$ cat config.mk
export PLATFORM = sky130hd
export DESIGN_NAME = rx_pkt_filter
export DESIGN_NICKNAME = d
export VERILOG_FILES = /design/src/rtl/rpf_pkg.sv /design/src/rtl/rpf_crc.sv /design/src/rtl/rpf_hold.sv /design/src/rtl/rx_pkt_filter.sv
export SDC_FILE = /design/constraint.sdc
export NUM_CORES = 1
export LEC_CHECK = 0
export ABC_AREA = 1
export CORE_MARGIN = 2
export CORE_UTILIZATION = 55
export CTS_CLUSTER_DIAMETER = 30
export DETAILED_ROUTE_END_ITERATION = 16
export HOLD_SLACK_MARGIN = 0.05
export PLACE_DENSITY = 0.86
export SYNTH_ARGS = -nofsm -noshare
export SYNTH_HDL_FRONTEND = slang
export SYNTH_SLANG_ARGS = --single-unit
$ cat constraint.sdc
create_clock -name clk -period 6.9 [get_ports clk]
set_clock_uncertainty 0.05 [all_clocks]
set_input_delay 1.38 -clock clk [delete_from_list [all_inputs] [get_ports clk]]
set_output_delay 1.38 -clock clk [all_outputs]
set_load 0.01 [all_outputs]
$ cat src/rtl/rpf_pkg.sv
package rpf_pkg;
  localparam int DW      = 8;
  localparam int MIN_W   = 8;
  localparam int MAX_W   = 16;
  localparam int CNT_W   = MAX_W + 1;
  localparam int HOLD_D  = 4;
  localparam int HOLD_SW = $clog2(HOLD_D + 1);

  localparam logic [15:0] POLY16 = 16'h8408;
  localparam logic [31:0] POLY32 = 32'hEDB88320;
  localparam logic [15:0] GOOD16 = 16'hF0B8;
  localparam logic [31:0] GOOD32 = 32'hDEBB20E3;

  typedef struct packed {
    logic [MIN_W-1:0] min_len;
    logic [MAX_W-1:0] max_len;
    logic             fcs_off;
    logic             fcs16;
    logic             fcs_keep;
    logic             raw;
  } rpf_cfg_t;

  // number of trailing bytes held back for removal
  function automatic logic [HOLD_SW-1:0] strip_depth(rpf_cfg_t c);
    if (c.fcs_off || c.fcs_keep) return '0;
    return c.fcs16 ? HOLD_SW'(2) : HOLD_SW'(4);
  endfunction

  function automatic logic [MIN_W-1:0] len_floor(rpf_cfg_t c);
    if (c.fcs_off) return MIN_W'(2);
    return c.fcs16 ? MIN_W'(4) : MIN_W'(6);
  endfunction
endpackage

$ cat src/rtl/rpf_crc.sv
module rpf_crc #(
  parameter int         W    = 32,
  parameter logic [W-1:0] POLY = '0
) (
  input  logic         clk,
  input  logic         rst_n,
  input  logic         start,
  input  logic         en,
  input  logic [7:0]   din,
  output logic [W-1:0] crc_nxt
);
  logic [W-1:0] crc_q;

  always_comb begin
    crc_nxt = start ? '1 : crc_q;
    for (int i = 0; i < 8; i++) begin
      if (crc_nxt[0] ^ din[i]) crc_nxt = (crc_nxt >> 1) ^ POLY;
      else                      crc_nxt = crc_nxt >> 1;
    end
  end

  always_ff @(posedge clk or negedge rst_n) begin
    if (!rst_n)  crc_q <= '1;
    else if (en) crc_q <= crc_nxt;
  end

  // the running remainder only moves on accepted packet bytes
  a_r6_crc_hold: assert property (@(posedge clk) disable iff (!rst_n)
    !en |=> $stable(crc_q));
endmodule

$ cat src/rtl/rpf_hold.sv
module rpf_hold #(
  parameter int DEPTH = 4,
  parameter int DW    = 8,
  parameter int SW    = $clog2(DEPTH + 1)
) (
  input  logic          clk,
  input  logic          rst_n,
  input  logic          clear,
  input  logic          push,
  input  logic [DW-1:0] din,
  input  logic [SW-1:0] depth,
  output logic          full,
  output logic [DW-1:0] oldest
);
  localparam int IW = (DEPTH > 1) ? $clog2(DEPTH) : 1;

  logic [DW-1:0] sr [DEPTH];
  logic [SW-1:0] fill;
  logic [IW-1:0] idx;

  always_ff @(posedge clk or negedge rst_n) begin
    if (!rst_n)                  fill <= '0;
    else if (push && clear)      fill <= SW'(1);
    else if (push && fill < SW'(DEPTH)) fill <= fill + SW'(1);
    else if (clear)              fill <= '0;
  end

  for (genvar g = 0; g < DEPTH; g++) begin : g_stage
    if (g == 0) begin : g_head
      always_ff @(posedge clk) if (push) sr[0] <= din;
    end else begin : g_body
      always_ff @(posedge clk) if (push) sr[g] <= sr[g-1];
    end
  end

  always_comb begin
    idx    = IW'(depth - SW'(1));
    full   = (depth != '0) && (fill >= depth);
    oldest = (depth != '0 && depth <= SW'(DEPTH)) ? sr[idx] : '0;
  end

  // occupancy changes only on push or clear
  a_r7_fill_idle: assert property (@(posedge clk) disable iff (!rst_n)
    !push && !clear |=> $stable(fill));
endmodule

$ cat src/rtl/rx_pkt_filter.sv
module rx_pkt_filter
  import rpf_pkg::*;
(
  input  logic             clk,
  input  logic             rst_n,
  input  logic             in_valid,
  output logic             in_ready,
  input  logic [DW-1:0]    in_data,
  input  logic             in_sop,
  input  logic             in_eop,
  output logic             out_valid,
  input  logic             out_ready,
  output logic [DW-1:0]    out_data,
  output logic             out_sop,
  output logic             out_eop,
  output logic             out_abort,
  output logic             out_fcs_err,
  input  logic [MIN_W-1:0] cfg_min_len,
  input  logic [MAX_W-1:0] cfg_max_len,
  input  logic             cfg_fcs_off,
  input  logic             cfg_fcs16,
  input  logic             cfg_fcs_keep,
  input  logic             cfg_raw
);
  rpf_cfg_t cfg_in, cfg_q, cfg_c;
  logic in_pkt, dropping, sent_any;
  logic [CNT_W-1:0] cnt, cnt_nxt, chunk_len, max_ext, min_eff;
  logic acc, start, sent_base;
  logic [HOLD_SW-1:0] depth;
  logic hold_full, hold_full_eff, hold_push, hold_clear;
  logic [DW-1:0] hold_old;
  logic [15:0] crc16;
  logic [31:0] crc32;
  logic crc_en, crc_bad;
  logic emit, e_sop, e_eop, e_ab, e_fe;
  logic [DW-1:0] e_data;
  logic n_in_pkt, n_drop, n_sent;
  logic [CNT_W-1:0] n_cnt;
  logic [MIN_W-1:0] floor_v;

  assign cfg_in = '{min_len: cfg_min_len, max_len: cfg_max_len, fcs_off: cfg_fcs_off,
                    fcs16: cfg_fcs16, fcs_keep: cfg_fcs_keep, raw: cfg_raw};

  assign in_ready = !out_valid || out_ready;
  assign acc      = in_valid && in_ready;
  assign start    = !in_pkt && (cfg_in.raw || in_sop);
  assign cfg_c    = in_pkt ? cfg_q : cfg_in;

  always_comb begin
    cnt_nxt       = start ? CNT_W'(1) : cnt + CNT_W'(1);
    max_ext       = {1'b0, cfg_c.max_len};
    chunk_len     = (cfg_c.max_len == '0) ? CNT_W'(1) : max_ext;
    floor_v       = len_floor(cfg_c);
    min_eff       = CNT_W'((cfg_c.min_len > floor_v) ? cfg_c.min_len : floor_v);
    depth         = strip_depth(cfg_c);
    hold_full_eff = hold_full && !start;
    sent_base     = start ? 1'b0 : sent_any;
    crc_bad       = cfg_c.fcs16 ? (crc16 != GOOD16) : (crc32 != GOOD32);
  end

  rpf_hold #(.DEPTH(HOLD_D), .DW(DW), .SW(HOLD_SW)) u_hold (
    .clk(clk), .rst_n(rst_n), .clear(hold_clear), .push(hold_push),
    .din(in_data), .depth(depth), .full(hold_full), .oldest(hold_old));

  rpf_crc #(.W(16), .POLY(POLY16)) u_crc16 (
    .clk(clk), .rst_n(rst_n), .start(start), .en(crc_en), .din(in_data), .crc_nxt(crc16));

  rpf_crc #(.W(32), .POLY(POLY32)) u_crc32 (
    .clk(clk), .rst_n(rst_n), .start(start), .en(crc_en), .din(in_data), .crc_nxt(crc32));

  // per-beat decision
  always_comb begin
    emit = 1'b0; e_data = in_data; e_sop = 1'b0; e_eop = 1'b0; e_ab = 1'b0; e_fe = 1'b0;
    n_in_pkt = in_pkt; n_drop = dropping; n_sent = sent_any; n_cnt = cnt;
    hold_push = 1'b0; hold_clear = 1'b0; crc_en = 1'b0;
    if (acc && (start || in_pkt)) begin
      if (cfg_c.raw) begin
        emit     = 1'b1;
        e_sop    = start;
        e_eop    = (cnt_nxt >= chunk_len);
        n_cnt    = cnt_nxt;
        n_in_pkt = !e_eop;
      end else if (dropping) begin
        if (in_eop) begin
          n_in_pkt = 1'b0;
          n_drop   = 1'b0;
        end
      end else begin
        crc_en     = 1'b1;
        hold_push  = 1'b1;
        hold_clear = start;
        n_cnt      = cnt_nxt;
        n_in_pkt   = !in_eop;
        e_sop      = !sent_base;
        if (cnt_nxt > max_ext) begin
          emit     = 1'b1;
          e_eop    = 1'b1;
          e_ab     = 1'b1;
          e_data   = '0;
          n_drop   = !in_eop;
          n_in_pkt = !in_eop;
        end else if (in_eop) begin
          emit   = 1'b1;
          e_eop  = 1'b1;
          e_data = (depth == '0) ? in_data : (hold_full_eff ? hold_old : '0);
          e_ab   = (cnt_nxt < min_eff) || (cfg_c.max_len < MAX_W'(cfg_c.min_len));
          e_fe   = !e_ab && !cfg_c.fcs_off && crc_bad;
        end else if (depth == '0 || hold_full_eff) begin
          emit   = 1'b1;
          e_data = (depth == '0) ? in_data : hold_old;
        end
        n_sent = sent_base || emit;
      end
    end
  end

  always_ff @(posedge clk or negedge rst_n) begin
    if (!rst_n) begin
      in_pkt   <= 1'b0;
      dropping <= 1'b0;
      sent_any <= 1'b0;
      cnt      <= '0;
      cfg_q    <= '0;
    end else begin
      in_pkt   <= n_in_pkt;
      dropping <= n_drop;
      sent_any <= n_sent;
      cnt      <= n_cnt;
      if (acc && start) cfg_q <= cfg_in;
    end
  end

  always_ff @(posedge clk or negedge rst_n) begin
    if (!rst_n) begin
      out_valid   <= 1'b0;
      out_data    <= '0;
      out_sop     <= 1'b0;
      out_eop     <= 1'b0;
      out_abort   <= 1'b0;
      out_fcs_err <= 1'b0;
    end else if (emit) begin
      out_valid   <= 1'b1;
      out_data    <= e_data;
      out_sop     <= e_sop;
      out_eop     <= e_eop;
      out_abort   <= e_ab;
      out_fcs_err <= e_fe;
    end else if (out_ready) begin
      out_valid   <= 1'b0;
    end
  end

  // status flags only travel on an end beat
  a_r10_flags_on_eop: assert property (@(posedge clk) disable iff (!rst_n)
    out_valid && (out_abort || out_fcs_err) |-> out_eop);

  // a stalled beat is held unchanged
  a_r1_stall_hold: assert property (@(posedge clk) disable iff (!rst_n)
    out_valid && !out_ready |=> out_valid &&
      $stable({out_data, out_sop, out_eop, out_abort, out_fcs_err}));

  // the count of a live packet never passes max+1
  a_r5_count_bound: assert property (@(posedge clk) disable iff (!rst_n)
    in_pkt && !cfg_q.raw |-> cnt <= {1'b0, cfg_q.max_len} + CNT_W'(1));

  // an open raw chunk is always shorter than its length
  a_r9_chunk_open: assert property (@(posedge clk) disable iff (!rst_n)
    in_pkt && cfg_q.raw |-> cnt < ((cfg_q.max_len == '0) ? CNT_W'(1) : {1'b0, cfg_q.max_len}));

  // captured settings stay put while a packet is open
  a_r11_cfg_held: assert property (@(posedge clk) disable iff (!rst_n)
    in_pkt && $past(in_pkt) |-> $stable(cfg_q));
endmodule

==> flow_summary.yaml, run 1 <==
synth:
  ys.flop_type: "dfrtp_1"
  synth_top_area_share: 0.209
  synth_edf_count: 32
  synth_seq_cells: 144
  synthTopCellsByCount: "nand2_1, inv_1, o21ai_0, nor2_1, nand3_1"
  ys_top_cells_by_area: "nand2_1, dfrtp_1, dfstp_2, edfxtp_1, o21ai_0"
  yosysTopAreaCell: "nand2_1"
  ys_seq_area_frac: 0.387
  postSynthAreaPerCell_um2: 6.89
  synth_most_common_cell: "nand2_1"
  synthCells: 1433
  synthArstFlopShare: 0.778
  yosysWarningCount: 0
  ys_types: 41
  syn-cell-area_um2: 9880
  synth_nets: 1529
finish:
  fillers: 1564
  antenna_cells: 0
  syn2layout_area_growth_pct: 12.8
  regArea_um2: 3820
  multi_input_area_um2: 5260
  fin_nets: 1572
  drive_gt1_frac: 0.0833
sta:
  setup_ws_ps: 1920
  max_freq_ghz: 0.201
  fin_crit_ps: 4980
  report.final.hold_viol_count: 0
  setup_viol: 0
  worst_pin_slew_ps: 983
  slew_viol_final: 0
  period_share: 0.721
  relSlewSlack: 0.342
  setup_tns_ps: 0
  rsz0062_at_grt: "false"
critical_path:
  rr_startpoint: "in_pkt"
  cp_slowest_cell: "o21ai_4"
  path_cells: "clkdlybuf4s50_1 -> o21ai_4 -> o21ai_0 -> a21oi_1 -> ha_1 -> nand2_1 -> inv_1 -> nand2_1 -> nand2_1 -> nand2_1 -> nand3_1 -> nand2_1 -> nand2_1 -> nand2_1 -> nand2_1 -> nand2_1 -> nand2_1 -> nand2_1 -> nand4_1 -> nand2_1 -> inv_2 -> nand2_1 -> nand2_1"
  cp_common_cell: "nand2_1"
  r2r_cells: 17
  worstSetupStartpointType: "input port"
  crit_path_max_incr_delay_ps: 820
  r2r-end: "out_data[1]"
  critPathRequiredTime_ps: 7170
  reg2reg_slack_ps: 2450
  endpoint_kind: "flip-flop"
  cp_max_fo: 41
  worstSetupPathType: "input port to flip-flop"
  cp.arrival_ps: 5250
power_and_ir_drop:
  p_leak_nw: 5.64
  peakVddDrop_mv: 0.270
  finalPower_mw: 5.65
  powerDensity_nw_per_um2: 507
min_path:
  hp-class: "flip-flop to flip-flop"
  hp-start: "u_hold.sr[2][2]"
  min_to: "u_hold.sr[3][2]"
  whs_path_depth: 0
clocking:
  clkSlewWorstSetupHoldPaths_ps: 60
  cts_max_level: 4
  clkLatencyLatePin_ps: 440
  clockBufferDepth: 2
  cts_tree: "done"
  cts_setup_buffers: 0
  cts_num_sinks: 144
  hold_buffers: 0
  cts_buffers: 17
  cts_resized: 0
  root_buffer: "clkbuf_16"
placement:
  pre_cts_slack_ps: 1560
  place.gp.congestion: 0.961
  post-dp-hpwl_um: 19100
  io_buffers: 55
global_routing:
  grt_max_degree: 64
  grt_pass1_wl_um: 43300
  track_usage: 0.279
  grt_pass1_vias: 8898
  grt-ovfl-total: 0
  antenna_found_initial: 0
route:
  first_pass_iters: 6
  antenna_left: 0
  avgViaCountPerCell: 5.60
  totalWireLength_um: 26200
  dr_total_vias: 9615
  drt_iter0_drc: 1025
  drc: 0
  routedWlPerCell_um: 15.3
status:
  status: "complete, no violations"
flow_run:
  maxCapViolations: 0
die:
  die_h_um: 138
  die_area_um2: 19000
  initial_core_util: 0.556
  std_cell_rows: 49
  core_area_um2: 17800
  die_x_um: 138
  io_pins: 56
==> cell families (layout without fill, tap and decap cells) <==
logic type,Yosys count,count (layout),share of synthesized area
AO/OA/AOI/OAI,223,223,0.123
XOR/XNOR,11,11,0.00975
adder cells (fa/ha/maj),54,54,0.0684
buffers and inverters,201,257,0.0811
flip-flops,144,144,0.387
AND/OR/NAND/NOR,800,800,0.331
==> how the worst max path moves through the flow <==
stage / cells after the start / to / start
6_report: 23 / out_data[1] / cfg_raw
3_5_place_dp: 23 / out_data[1] / cfg_raw
4_1_cts: 23 / out_data[1] / cfg_raw
2_1_floorplan: 25 / out_abort / cfg_raw
5_1_grt: 23 / out_abort / cfg_raw
3_3_place_gp: 17 / out_abort / cfg_fcs_off
==> cell type report <==
class | instances | area share
multi-input combinational | 1088 | 0.472
sequential | 144 | 0.343
inverter | 163 | 0.0549
timing repair buffer | 62 | 0.0539
clock buffer | 18 | 0.0385
tap | 229 | 0.0257
clock inverter | 14 | 0.0120
==> placed cells by master (no fill, tap or decap), types with 3 or more instances in the layout <==
| master | count |
|---|---|
| dfstp_2 | 48 |
| nand3_1 | 85 |
| clkinvlp_4 | 4 |
| inv_2 | 5 |
| ha_1 | 54 |
| a31oi_1 | 11 |
| clkdlybuf4s50_1 | 54 |
| edfxtp_1 | 32 |
| or2_2 | 8 |
| nand3b_1 | 9 |
| a211oi_1 | 5 |
| nand2_1 | 549 |
| xor2_1 | 10 |
| nor2_1 | 104 |
| buf_4 | 8 |
| clkinv_4 | 3 |
| o22ai_1 | 13 |
| nor3_1 | 9 |
| o21bai_1 | 4 |
| nand4_1 | 12 |
| nand2_2 | 17 |
| inv_6 | 3 |
| inv_1 | 156 |
| a21oi_1 | 35 |
| dfrtp_1 | 64 |
| a21o_1 | 3 |
| o21ai_0 | 143 |
| clkbuf_16 | 17 |
==> state kept, by name (all words and copies together) (netlist names) <==
signal,count
u_crc16.crc_q,16
dropping,1
sent_any,1
cfg_q,28
out_fcs_err,1
out_valid,1
out_abort,1
cnt,17
in_pkt,1
out_data,8
u_hold.sr,32
u_hold.fill,3
out_sop,1
u_crc32.crc_q,32
out_eop,1
==> critical path: cells and delay by family <==
kind | cells | cell delay (ps)
AO/OA/AOI/OAI | 3 | 1410
adder cells (fa/ha/maj) | 1 | 320
buffers and inverters | 3 | 700
AND/OR/NAND/NOR | 16 | 1420
==> through the flow <==
step	instance area [µm²]	utilization	hold WS (ps)	std cells
after CTS	11100	0.627	370	1718
after detailed placement	10600	0.595	355	1686
after global routing	11100	0.627	377	1718
final	11100	0.627	370	1718
after global placement	10600	0.595	350	1686
after floorplan	9880	-	350	1433
==> layer usage <==
layer / vias to the layer above / share of wire / track usage
met5: - / 0 / 0
met4: 0 / 0.027 / 0.104
met3: 64 / 0.077 / 0.0485
met2: 413 / 0.45 / 0.438
met1: 4423 / 0.44 / 0.390
li1: 4715 / - / -
==> power breakdown <==
group          switching [mW]  leakage, nW  internal (mW)  total [mW]
sequential              0.182         1.62           1.33        1.52
combinational            2.18         3.76           1.06        3.24
clock                   0.391        0.265          0.500       0.892
Power figures use the tool's default switching activity.
==> inputs of run 2 (changes only) <==
Settings changed: PLACE_DENSITY 0.86 to 0.89.
Clock period 6.9 ns to 4.5 ns, I/O delays scaled along.
==> flow_summary.yaml, run 2 (same netlist as run 1, synthesis figures left out) <==
min_path:
  hp-class: "flip-flop to flip-flop"
  whs_path_depth: 0
sta:
  setup_tns_ps: 0
  slew_viol_final: 0
  max_freq_ghz: 0.254
  report.final.hold_viol_count: 0
  rsz0062_at_grt: "false"
  setup_ws_ps: 560
  relSlewSlack: 0.507
  setup_viol: 0
  fin_crit_ps: 3940
  worst_pin_slew_ps: 740
  period_share: 0.876
global_routing:
  grt_pass1_vias: 9192
  grt_pass1_wl_um: 44600
  grt_max_degree: 55
  grt-ovfl-total: 0
  track_usage: 0.286
  antenna_found_initial: 0
die:
  initial_core_util: 0.556
  core_area_um2: 17800
  die_h_um: 138
  die_x_um: 138
  std_cell_rows: 49
  io_pins: 56
  die_area_um2: 19000
clocking:
  cts_tree: "done"
  cts_max_level: 4
  root_buffer: "clkbuf_16"
  hold_buffers: 0
  cts_resized: 0
  cts_setup_buffers: 0
  cts_buffers: 17
  cts_num_sinks: 144
  clkLatencyLatePin_ps: 440
  clkSlewWorstSetupHoldPaths_ps: 60
  clockBufferDepth: 2
critical_path:
  cp_common_cell: "nand2_1"
  critPathRequiredTime_ps: 4820
  r2r_cells: 23
  path_cells: "clkdlybuf4s50_1 -> inv_1 -> nand2_1 -> o21ai_0 -> nor2_1 -> inv_1 -> ha_1 -> nand2_1 -> o21ai_0 -> nand3_1 -> nand2_1 -> o21ai_0 -> ha_1 -> a21oi_1 -> nor3_1 -> a211oi_1 -> nand2_1 -> nand2_1 -> nand3_1 -> o21ai_1 -> nand2_1 -> nand2_1 -> nand3_1 -> nand2_1"
  crit_path_max_incr_delay_ps: 450
  worstSetupStartpointType: "input port"
  endpoint_kind: "flip-flop"
  cp_max_fo: 5
  cp.arrival_ps: 4260
  worstSetupPathType: "input port to flip-flop"
  cp_slowest_cell: "clkdlybuf4s50_1"
placement:
  io_buffers: 55
  place_area_um2: 10700
  post-dp-hpwl_um: 19900
  placed_cells: 1708
  pre_cts_slack_ps: 213
  place.gp.congestion: 0.949
finish:
  fin_area_um2: 11300
  layout.cells.non_filler: 1740
  final_common_cell: "nand2_1"
  fin_nets: 1594
  drive_gt1_frac: 0.0946
  final_cell_mix: "nand2_1, inv_1, o21ai_0"
  antenna_cells: 0
  syn2layout_area_growth_pct: 14.6
  reg_top3: "u_crc32.crc_q: 32 flops, u_hold.sr: 32 flops, cfg_q: 28 flops"
status:
  status: "complete, no violations"
route:
  avgViaCountPerCell: 5.65
  dr_total_vias: 9831
  first_pass_iters: 6
  drt_iter0_drc: 1139
  drc: 0
  routedWlPerCell_um: 15.7
  totalWireLength_um: 27300
  antenna_left: 0
flow_run:
  maxCapViolations: 0
power_and_ir_drop:
  peakVddDrop_mv: 0.429
  p_leak_nw: 5.76
  powerDensity_nw_per_um2: 783
-- run 2: changes by cell type in the layout (fill, tap and decap cells not counted), sizes merged --
| cell | before | now |
|---|---|---|
| buf | 8 | 30 |
| inv | 165 | 163 |
| bufinv | 1 | 2 |
| clkinvlp | 4 | 3 |
| clkbuf | 18 | 20 |
-- run 2: metal layers --
layer,share of wire,routed length [µm],global-route usage
met2,0.46,12600,0.465
met1,0.43,11700,0.384
met3,0.078,2120,0.0495
met4,0.030,814,0.109
met5,0,0,0
-- run 2: report_power, final --
part / internal [mW] / switching, mW / total (mW)
clock network: 0.820 / 0.593 / 1.41
logic: 1.72 / 3.38 / 5.11
registers: 2.04 / 0.302 / 2.35
-- run 2: path summary, 6_finish.rpt --
kind	startpoint	endpoint	slack, ps
worst min-delay path	u_hold.sr[0][4]	u_hold.sr[1][4]	360
max in group asynchronous	rst_n	u_crc16.crc_q[1]	2940
worst min register to register	u_hold.sr[0][4]	u_hold.sr[1][4]	360
worst max-delay path	cfg_fcs16	out_abort	560
min in group asynchronous	rst_n	cfg_q[22]	460
worst max register to register	in_pkt	out_abort	690
-- run 2: layout make-up --
class	count	area (µm²)
repair buffers	84	766
fillers	1515	6450
clock buffers	20	437
clock inverters	12	139
multi-input cells	1088	5260
inverters	163	612
well taps	229	287
flip-flops and latches	144	3820
-- run 2: critical path: cells and delay by family --
family                     cells  cell delay [ps]
AOI/OAI and AO/OA              6              980
and+or+nand+nor               13             1220
adders and majority gates      2              570
buffers and inverters          3              580
-- run 2: through the flow --
stage | util | hold WS [ps] | power (mW)
after floorplan | - | 350 | 5.91
after global placement | 0.605 | 351 | 7.09
after detailed placement | 0.605 | 355 | 7.31
after CTS | 0.637 | 363 | 8.76
after global routing | 0.637 | 365 | 9.64
final | 0.637 | 362 | 8.87
